--- src/rtl/pmd_pkg.sv ---
package pmd_pkg;
  localparam int ELEM_W    = 16;
  localparam int ELEMS     = 4;
  localparam int PAIRS     = ELEMS / 2;
  localparam int LOG_ELEMS = $clog2(ELEMS);
  localparam int SUM_W     = 2 * ELEM_W;
  localparam int OP_W      = ELEMS * ELEM_W;
  localparam int SH_W      = $clog2(SUM_W);
  localparam int CNT_W     = 16;

  typedef logic [PAIRS-1:0][SUM_W-1:0] lanes_t;
endpackage

--- src/rtl/pmd_rst_sync.sv ---
module pmd_rst_sync (
  input  logic clk_i,
  input  logic rst_ni,
  output logic rst_sync_no
);
  logic [1:0] sync_q;

  always_ff @(posedge clk_i or negedge rst_ni) begin
    if (!rst_ni) sync_q <= 2'b00;
    else         sync_q <= {sync_q[0], 1'b1};
  end

  assign rst_sync_no = sync_q[1];
endmodule

--- src/rtl/pmd_madd.sv ---
module pmd_madd
  import pmd_pkg::*;
(
  input  logic [OP_W-1:0] a_i,
  input  logic [OP_W-1:0] b_i,
  output lanes_t          sums_o
);
  for (genvar p = 0; p < PAIRS; p++) begin : g_pair
    logic signed [SUM_W-1:0] a_lo, b_lo, a_hi, b_hi;
    logic signed [SUM_W-1:0] prod_lo, prod_hi;

    assign a_lo = SUM_W'($signed(a_i[(2*p)*ELEM_W +: ELEM_W]));
    assign b_lo = SUM_W'($signed(b_i[(2*p)*ELEM_W +: ELEM_W]));
    assign a_hi = SUM_W'($signed(a_i[(2*p+1)*ELEM_W +: ELEM_W]));
    assign b_hi = SUM_W'($signed(b_i[(2*p+1)*ELEM_W +: ELEM_W]));

    assign prod_lo = a_lo * b_lo;
    assign prod_hi = a_hi * b_hi;
    assign sums_o[p] = prod_lo + prod_hi;
  end
endmodule

--- src/rtl/pmd_ctrl.sv ---
module pmd_ctrl
  import pmd_pkg::*;
#(
  parameter int STEPS_W = CNT_W - LOG_ELEMS
) (
  input  logic               clk_i,
  input  logic               rst_ni,
  input  logic               start_i,
  input  logic [CNT_W-1:0]   len_i,
  input  logic [SH_W-1:0]    shift_i,
  input  logic               op_valid_i,
  output logic               busy_o,
  output logic [STEPS_W-1:0] left_o,
  output logic [SH_W-1:0]    shift_o,
  output logic               fire_o,
  output logic               last_o,
  output logic               zero_o
);
  logic               busy_q, busy_d;
  logic [STEPS_W-1:0] left_q, left_d;
  logic [SH_W-1:0]    sh_q;
  logic [STEPS_W-1:0] steps;
  logic               left_en;
  logic [LOG_ELEMS-1:0] unused_len_lo;

  assign steps         = len_i[CNT_W-1:LOG_ELEMS];
  assign unused_len_lo = len_i[LOG_ELEMS-1:0];

  assign fire_o = busy_q & op_valid_i & ~start_i;
  assign last_o = fire_o & (left_q == STEPS_W'(1));
  assign zero_o = (steps == '0);

  always_comb begin
    busy_d  = busy_q;
    left_d  = left_q;
    left_en = 1'b0;
    if (start_i) begin
      busy_d  = ~zero_o;
      left_d  = steps;
      left_en = 1'b1;
    end else if (fire_o) begin
      left_d  = left_q - STEPS_W'(1);
      left_en = 1'b1;
      if (last_o) busy_d = 1'b0;
    end
  end

  always_ff @(posedge clk_i or negedge rst_ni) begin
    if (!rst_ni) begin
      busy_q <= 1'b0;
      left_q <= '0;
      sh_q   <= '0;
    end else begin
      busy_q <= busy_d;
      if (left_en) left_q <= left_d;
      if (start_i) sh_q   <= shift_i;
    end
  end

  assign busy_o  = busy_q;
  assign left_o  = left_q;
  assign shift_o = sh_q;
endmodule

--- src/rtl/pmd_accum.sv ---
module pmd_accum
  import pmd_pkg::*;
(
  input  logic             clk_i,
  input  logic             rst_ni,
  input  logic             start_i,
  input  logic             zero_i,
  input  logic             fire_i,
  input  logic             last_i,
  input  lanes_t           sums_i,
  input  logic [SH_W-1:0]  shift_i,
  output lanes_t           acc_o,
  output logic             pv_o,
  output logic             done_o,
  output logic [SUM_W-1:0] result_o
);
  lanes_t           psum_q, acc_q, acc_d;
  logic             pv_q, plast_q, pv_d;
  logic             fin_q, fin_d;
  logic             done_q;
  logic [SUM_W-1:0] res_q, res_d, total;

  always_comb begin
    pv_d  = start_i ? 1'b0 : fire_i;
    fin_d = start_i ? zero_i : (pv_q & plast_q);
  end

  for (genvar p = 0; p < PAIRS; p++) begin : g_lane
    always_comb begin
      if (start_i)   acc_d[p] = '0;
      else if (pv_q) acc_d[p] = acc_q[p] + psum_q[p];
      else           acc_d[p] = acc_q[p];
    end
  end

  always_comb begin
    total = '0;
    for (int p = 0; p < PAIRS; p++) total = total + acc_q[p];
    res_d = SUM_W'($signed(total) >>> shift_i);
  end

  always_ff @(posedge clk_i or negedge rst_ni) begin
    if (!rst_ni) begin
      psum_q  <= '0;
      pv_q    <= 1'b0;
      plast_q <= 1'b0;
      acc_q   <= '0;
      fin_q   <= 1'b0;
      done_q  <= 1'b0;
      res_q   <= '0;
    end else begin
      pv_q    <= pv_d;
      plast_q <= last_i;
      if (fire_i) psum_q <= sums_i;
      acc_q   <= acc_d;
      fin_q   <= fin_d;
      done_q  <= fin_q;
      if (fin_q) res_q <= res_d;
    end
  end

  assign acc_o    = acc_q;
  assign pv_o     = pv_q;
  assign done_o   = done_q;
  assign result_o = res_q;
endmodule

--- src/rtl/pmd_dot_engine.sv ---
module pmd_dot_engine
  import pmd_pkg::*;
(
  input  logic             clk_i,
  input  logic             rst_ni,
  input  logic             start_i,
  input  logic [CNT_W-1:0] len_i,
  input  logic [SH_W-1:0]  shift_i,
  input  logic             op_valid_i,
  input  logic [OP_W-1:0]  op_a_i,
  input  logic [OP_W-1:0]  op_b_i,
  output logic             done_o,
  output logic [SUM_W-1:0] result_o
);
  localparam int STEPS_W = CNT_W - LOG_ELEMS;

  logic               rst_sync_n;
  logic               busy_w, fire_w, last_w, zero_w, pv_w;
  logic [STEPS_W-1:0] left_w;
  logic [SH_W-1:0]    sh_w;
  lanes_t             sums_w, acc_w;

  pmd_rst_sync u_rst (
    .clk_i       (clk_i),
    .rst_ni      (rst_ni),
    .rst_sync_no (rst_sync_n)
  );

  pmd_ctrl #(.STEPS_W(STEPS_W)) u_ctrl (
    .clk_i      (clk_i),
    .rst_ni     (rst_sync_n),
    .start_i    (start_i),
    .len_i      (len_i),
    .shift_i    (shift_i),
    .op_valid_i (op_valid_i),
    .busy_o     (busy_w),
    .left_o     (left_w),
    .shift_o    (sh_w),
    .fire_o     (fire_w),
    .last_o     (last_w),
    .zero_o     (zero_w)
  );

  pmd_madd u_madd (
    .a_i    (op_a_i),
    .b_i    (op_b_i),
    .sums_o (sums_w)
  );

  pmd_accum u_acc (
    .clk_i    (clk_i),
    .rst_ni   (rst_sync_n),
    .start_i  (start_i),
    .zero_i   (zero_w),
    .fire_i   (fire_w),
    .last_i   (last_w),
    .sums_i   (sums_w),
    .shift_i  (sh_w),
    .acc_o    (acc_w),
    .pv_o     (pv_w),
    .done_o   (done_o),
    .result_o (result_o)
  );
endmodule

--- config.mk ---
export PLATFORM = sky130hd
export DESIGN_NAME = pmd_dot_engine
export DESIGN_NICKNAME = d
export VERILOG_FILES = /design/src/rtl/pmd_pkg.sv /design/src/rtl/pmd_rst_sync.sv /design/src/rtl/pmd_madd.sv /design/src/rtl/pmd_ctrl.sv /design/src/rtl/pmd_accum.sv /design/src/rtl/pmd_dot_engine.sv
export SDC_FILE = /design/constraint.sdc
export NUM_CORES = 2
export LEC_CHECK = 0
export BUFFER_PORTS_ARGS = -buffer_cell sky130_fd_sc_hd__buf_2
export CAP_MARGIN = 10
export CORE_MARGIN = 1.5
export CORE_UTILIZATION = 40
export DETAILED_ROUTE_END_ITERATION = 8
export PLACE_DENSITY_LB_ADDON = 0.05
export SETUP_SLACK_MARGIN = 0.3
export SLEW_MARGIN = 25
export SYNTH_ARGS = -nofsm -noshare
export SYNTH_HDL_FRONTEND = slang
export SYNTH_SLANG_ARGS = --single-unit
--- constraint.sdc ---
create_clock -name clk_i -period 12.25 [get_ports clk_i]
set_input_delay 2.45 -clock clk_i [delete_from_list [all_inputs] [get_ports clk_i]]
set_output_delay 2.45 -clock clk_i [all_outputs]
set_load 0.05 [all_outputs]
==> impl_results.md <==
* Number of global-route vias before repair at 41215
* Boundary pin count at 186
* CP startpoint: op_a_i[31]
* Post-synth EDFFs at 0
* H-Tree Depth at 4
* Die ar. at 133800 µm²
* Worst Path Required at 12610 ps
* Starting DRT DRC Count at 1665
* First-pass GRT wire length at 229500 µm
* Worst skew pair latency at 500 ps
* Sequential share of the synthesized area at 8.839%
* Area Overhead vs Synth at 5.957%
* Final HPWL DP at 119200 µm
* Detailed Route WL at 138400 µm
* Slew Limit Fails at 0
* Clock root cell: clkbuf_16
* Chip height at 365.8 µm
* CTS resizes at 0
* # hold bufs at CTS at 0
* Worst Reg-to-Reg Cells at 13
* Layout cell share with drive strength beyond 1 at 4.850%
* Tcrit/Tclk final at 82.73%
* Crit. End Element: flip-flop
* Synth warn at 0
* Setup CP Type: in -> reg
* Clock sink count at 186
* Final hold violation count at 0
* FF-to-FF setup slack at 7800 ps
* Worst slew margin at 34.42%
* Post-synth top area share at 43.61%
* Net count, final at 7431
* CTS tree: built
* Worst R2R Start: u_acc.acc_o[10]
* Post-synthesis cell count at 5725
* Max clock buf depth at 2
* Die Wd at 365.8 µm
* Worst Hold Class: reg -> async
* Storage cell area at 4662 µm²
* Routed Antenna Nets at 0
* Initial Util at 40.46%
* Vias at 37100
* Vias per cell at 4.947
* IO buf count at 183
* Multi-input logic area at 42230 µm²
* CP startpoint kind: input pin
* Synth area leaders: fa_1 (44%), inv_1 (9.6%), ha_1 (9.3%)
* Syn_nets at 7416
* Largest net degree at the start of global routing at 140
* Initial antenna violation count at 6
* Ys async rst share at 100.0%
* RSZ-0062 raised after global routing: no
* Prevailing post-synth register cell: dfrtp_1
* Setup violators final at 0
* Grt ovf at 0
* Filler Cell Count at 13381
* Slew @ Worst Pin at 976.6 ps
* Max FO, Critical Path at 16
* Highest clock rate at 98.68 MHz
* Core area at 130100 µm²
* Num CTS Buffers at 17
* Number of distinct library cells after synthesis at 84
* GPL Wtd Cong at 0.8586
* Critical Path AT at 10490 ps
* Routed wire length per instance at 18.45 µm
* Fin Clk Skew at 23.35 ps
* Total track usage at 21.82%
* Status: finished, final reports clean
* Row cnt at 132
* Drt drc at 0
* Clock period minus worst slack at 10130 ps
* Synth area leader: fa_1
* Mean Syn Cell Area at 9.198 µm²
* Post-CTS setup buffer count at 0
* Maxcap violations at 0
* Mapped cell area at 52660 µm²
* DR pass1 iterations at 5
* Post-route setup TNS at 0 ps
* Clock Pin Slew Worst Setup and Hold Paths at 100 ps
* Seq cells post-synth at 186
* Critical R2R Capture: u_acc.result_o[8]
==> how the worst max path moves through the flow <==
stage,to
floorplan,u_acc.psum_q[31]
global placement,u_acc.psum_q[31]
detailed placement,u_acc.psum_q[31]
CTS,u_acc.psum_q[31]
global route,u_acc.psum_q[31]
finish,u_acc.psum_q[31]
==> layer usage <==
layer / wire length, µm / GRT usage [%] / vias up
met5: 22 / 0 / -
met2: 69070 / 38.05 / 517
met4: 2962 / 4.615 / 4
met3: 4240 / 2.227 / 128
li1: - / - / 17314
met1: 62080 / 29.29 / 19137
==> through the flow <==
stage               setup slack (ps)  cell area [µm²]  hold slack, ps  util [%]  std cells
floorplan                       2556            52660           331.2         -       5725
global placement                1601            55120           337.8     42.35       7463
detailed placement              1631            55120           337.3     42.36       7463
CTS                             2140            55780           370.6     42.86       7495
global route                    1627            55790           387.2     42.87       7499
finish                          2116            55790           361.5     42.87       7500
==> cell type report <==
class	instances	share of cell area [%]
Antenna cell	5	0.02243
Sequential cell	186	8.356
Inverter	1344	9.042
Timing Repair Buffer	193	1.803
Multi-Input combinational cell	3998	75.70
Tap cell	1742	3.906
Clock buffer	17	0.7625
Clock inverter	15	0.4126
==> kinds of logic after synthesis <==
group | Yosys count | synth area share, %
simple gates | 1586 | 14.63
mux | 104 | 2.279
other cells | 1 | 0.007121
fa+ha+maj | 1538 | 52.90
compound gates | 582 | 7.238
buf+inv | 1541 | 10.99
flops | 186 | 8.839
xor+xnor | 187 | 3.125
==> critical path: stages <==
cell and delay (ps):
buf_2 290, and2_1 820, fa_1 580, fa_1 510
inv_1 50, fa_1 470, inv_1 50, fa_1 480
fa_1 570, fa_1 430, fa_1 490, inv_1 50
fa_1 530, inv_1 60, ha_1 320, a21o_1 190
a21o_1 170, a21oi_1 200, nor2_1 80, a221oi_1 390
a211o_1 260, o21ai_0 150, or4_1 420, a31oi_1 200
xnor2_1 160, o21ai_0 90
==> placed cells by master (no fill, tap or decap), drive strengths merged, types with 8 or more instances in the layout <==
master / count
a211o: 9
a211oi: 38
a21o: 62
a21oi: 134
a22o: 10
a22oi: 13
a31oi: 12
a41oi: 8
and2: 508
and3: 17
buf: 193
clkbuf: 17
clkinv: 8
dfrtp: 186
fa: 1147
ha: 391
inv: 1351
mux2: 12
mux2i: 81
mux4: 11
nand2: 646
nand2b: 44
nand3: 39
nor2: 226
nor2b: 16
nor3: 33
nor4: 10
o211ai: 20
o21a: 21
o21ai: 154
o21bai: 15
o22ai: 8
o31ai: 18
or3: 14
or4: 8
xnor2: 135
xor2: 52
==> state kept, by name (all words and copies together), names as in the netlist, 2 cells and up <==
register / count
u_acc.acc_o: 64
u_rst.sync_q: 2
u_ctrl.left_o: 14
u_acc.psum_q: 64
u_acc.result_o: 32
u_ctrl.shift_o: 5
==> synth_stat cells (44+ instances only) <==
| master | n |
|---|---|
| xnor2_1 | 135 |
| clkbuf_1 | 183 |
| dfrtp_1 | 186 |
| nor2_1 | 226 |
| o21ai_0 | 149 |
| fa_1 | 1147 |
| mux2i_1 | 81 |
| a21oi_1 | 131 |
| nand2_1 | 646 |
| nand2b_1 | 44 |
| xor2_1 | 51 |
| and2_1 | 508 |
| a21o_1 | 62 |
| ha_1 | 391 |
| inv_1 | 1340 |
Power is not shown: default switching activity piles up to over one toggle a cycle in this logic, so the estimate is an artifact.
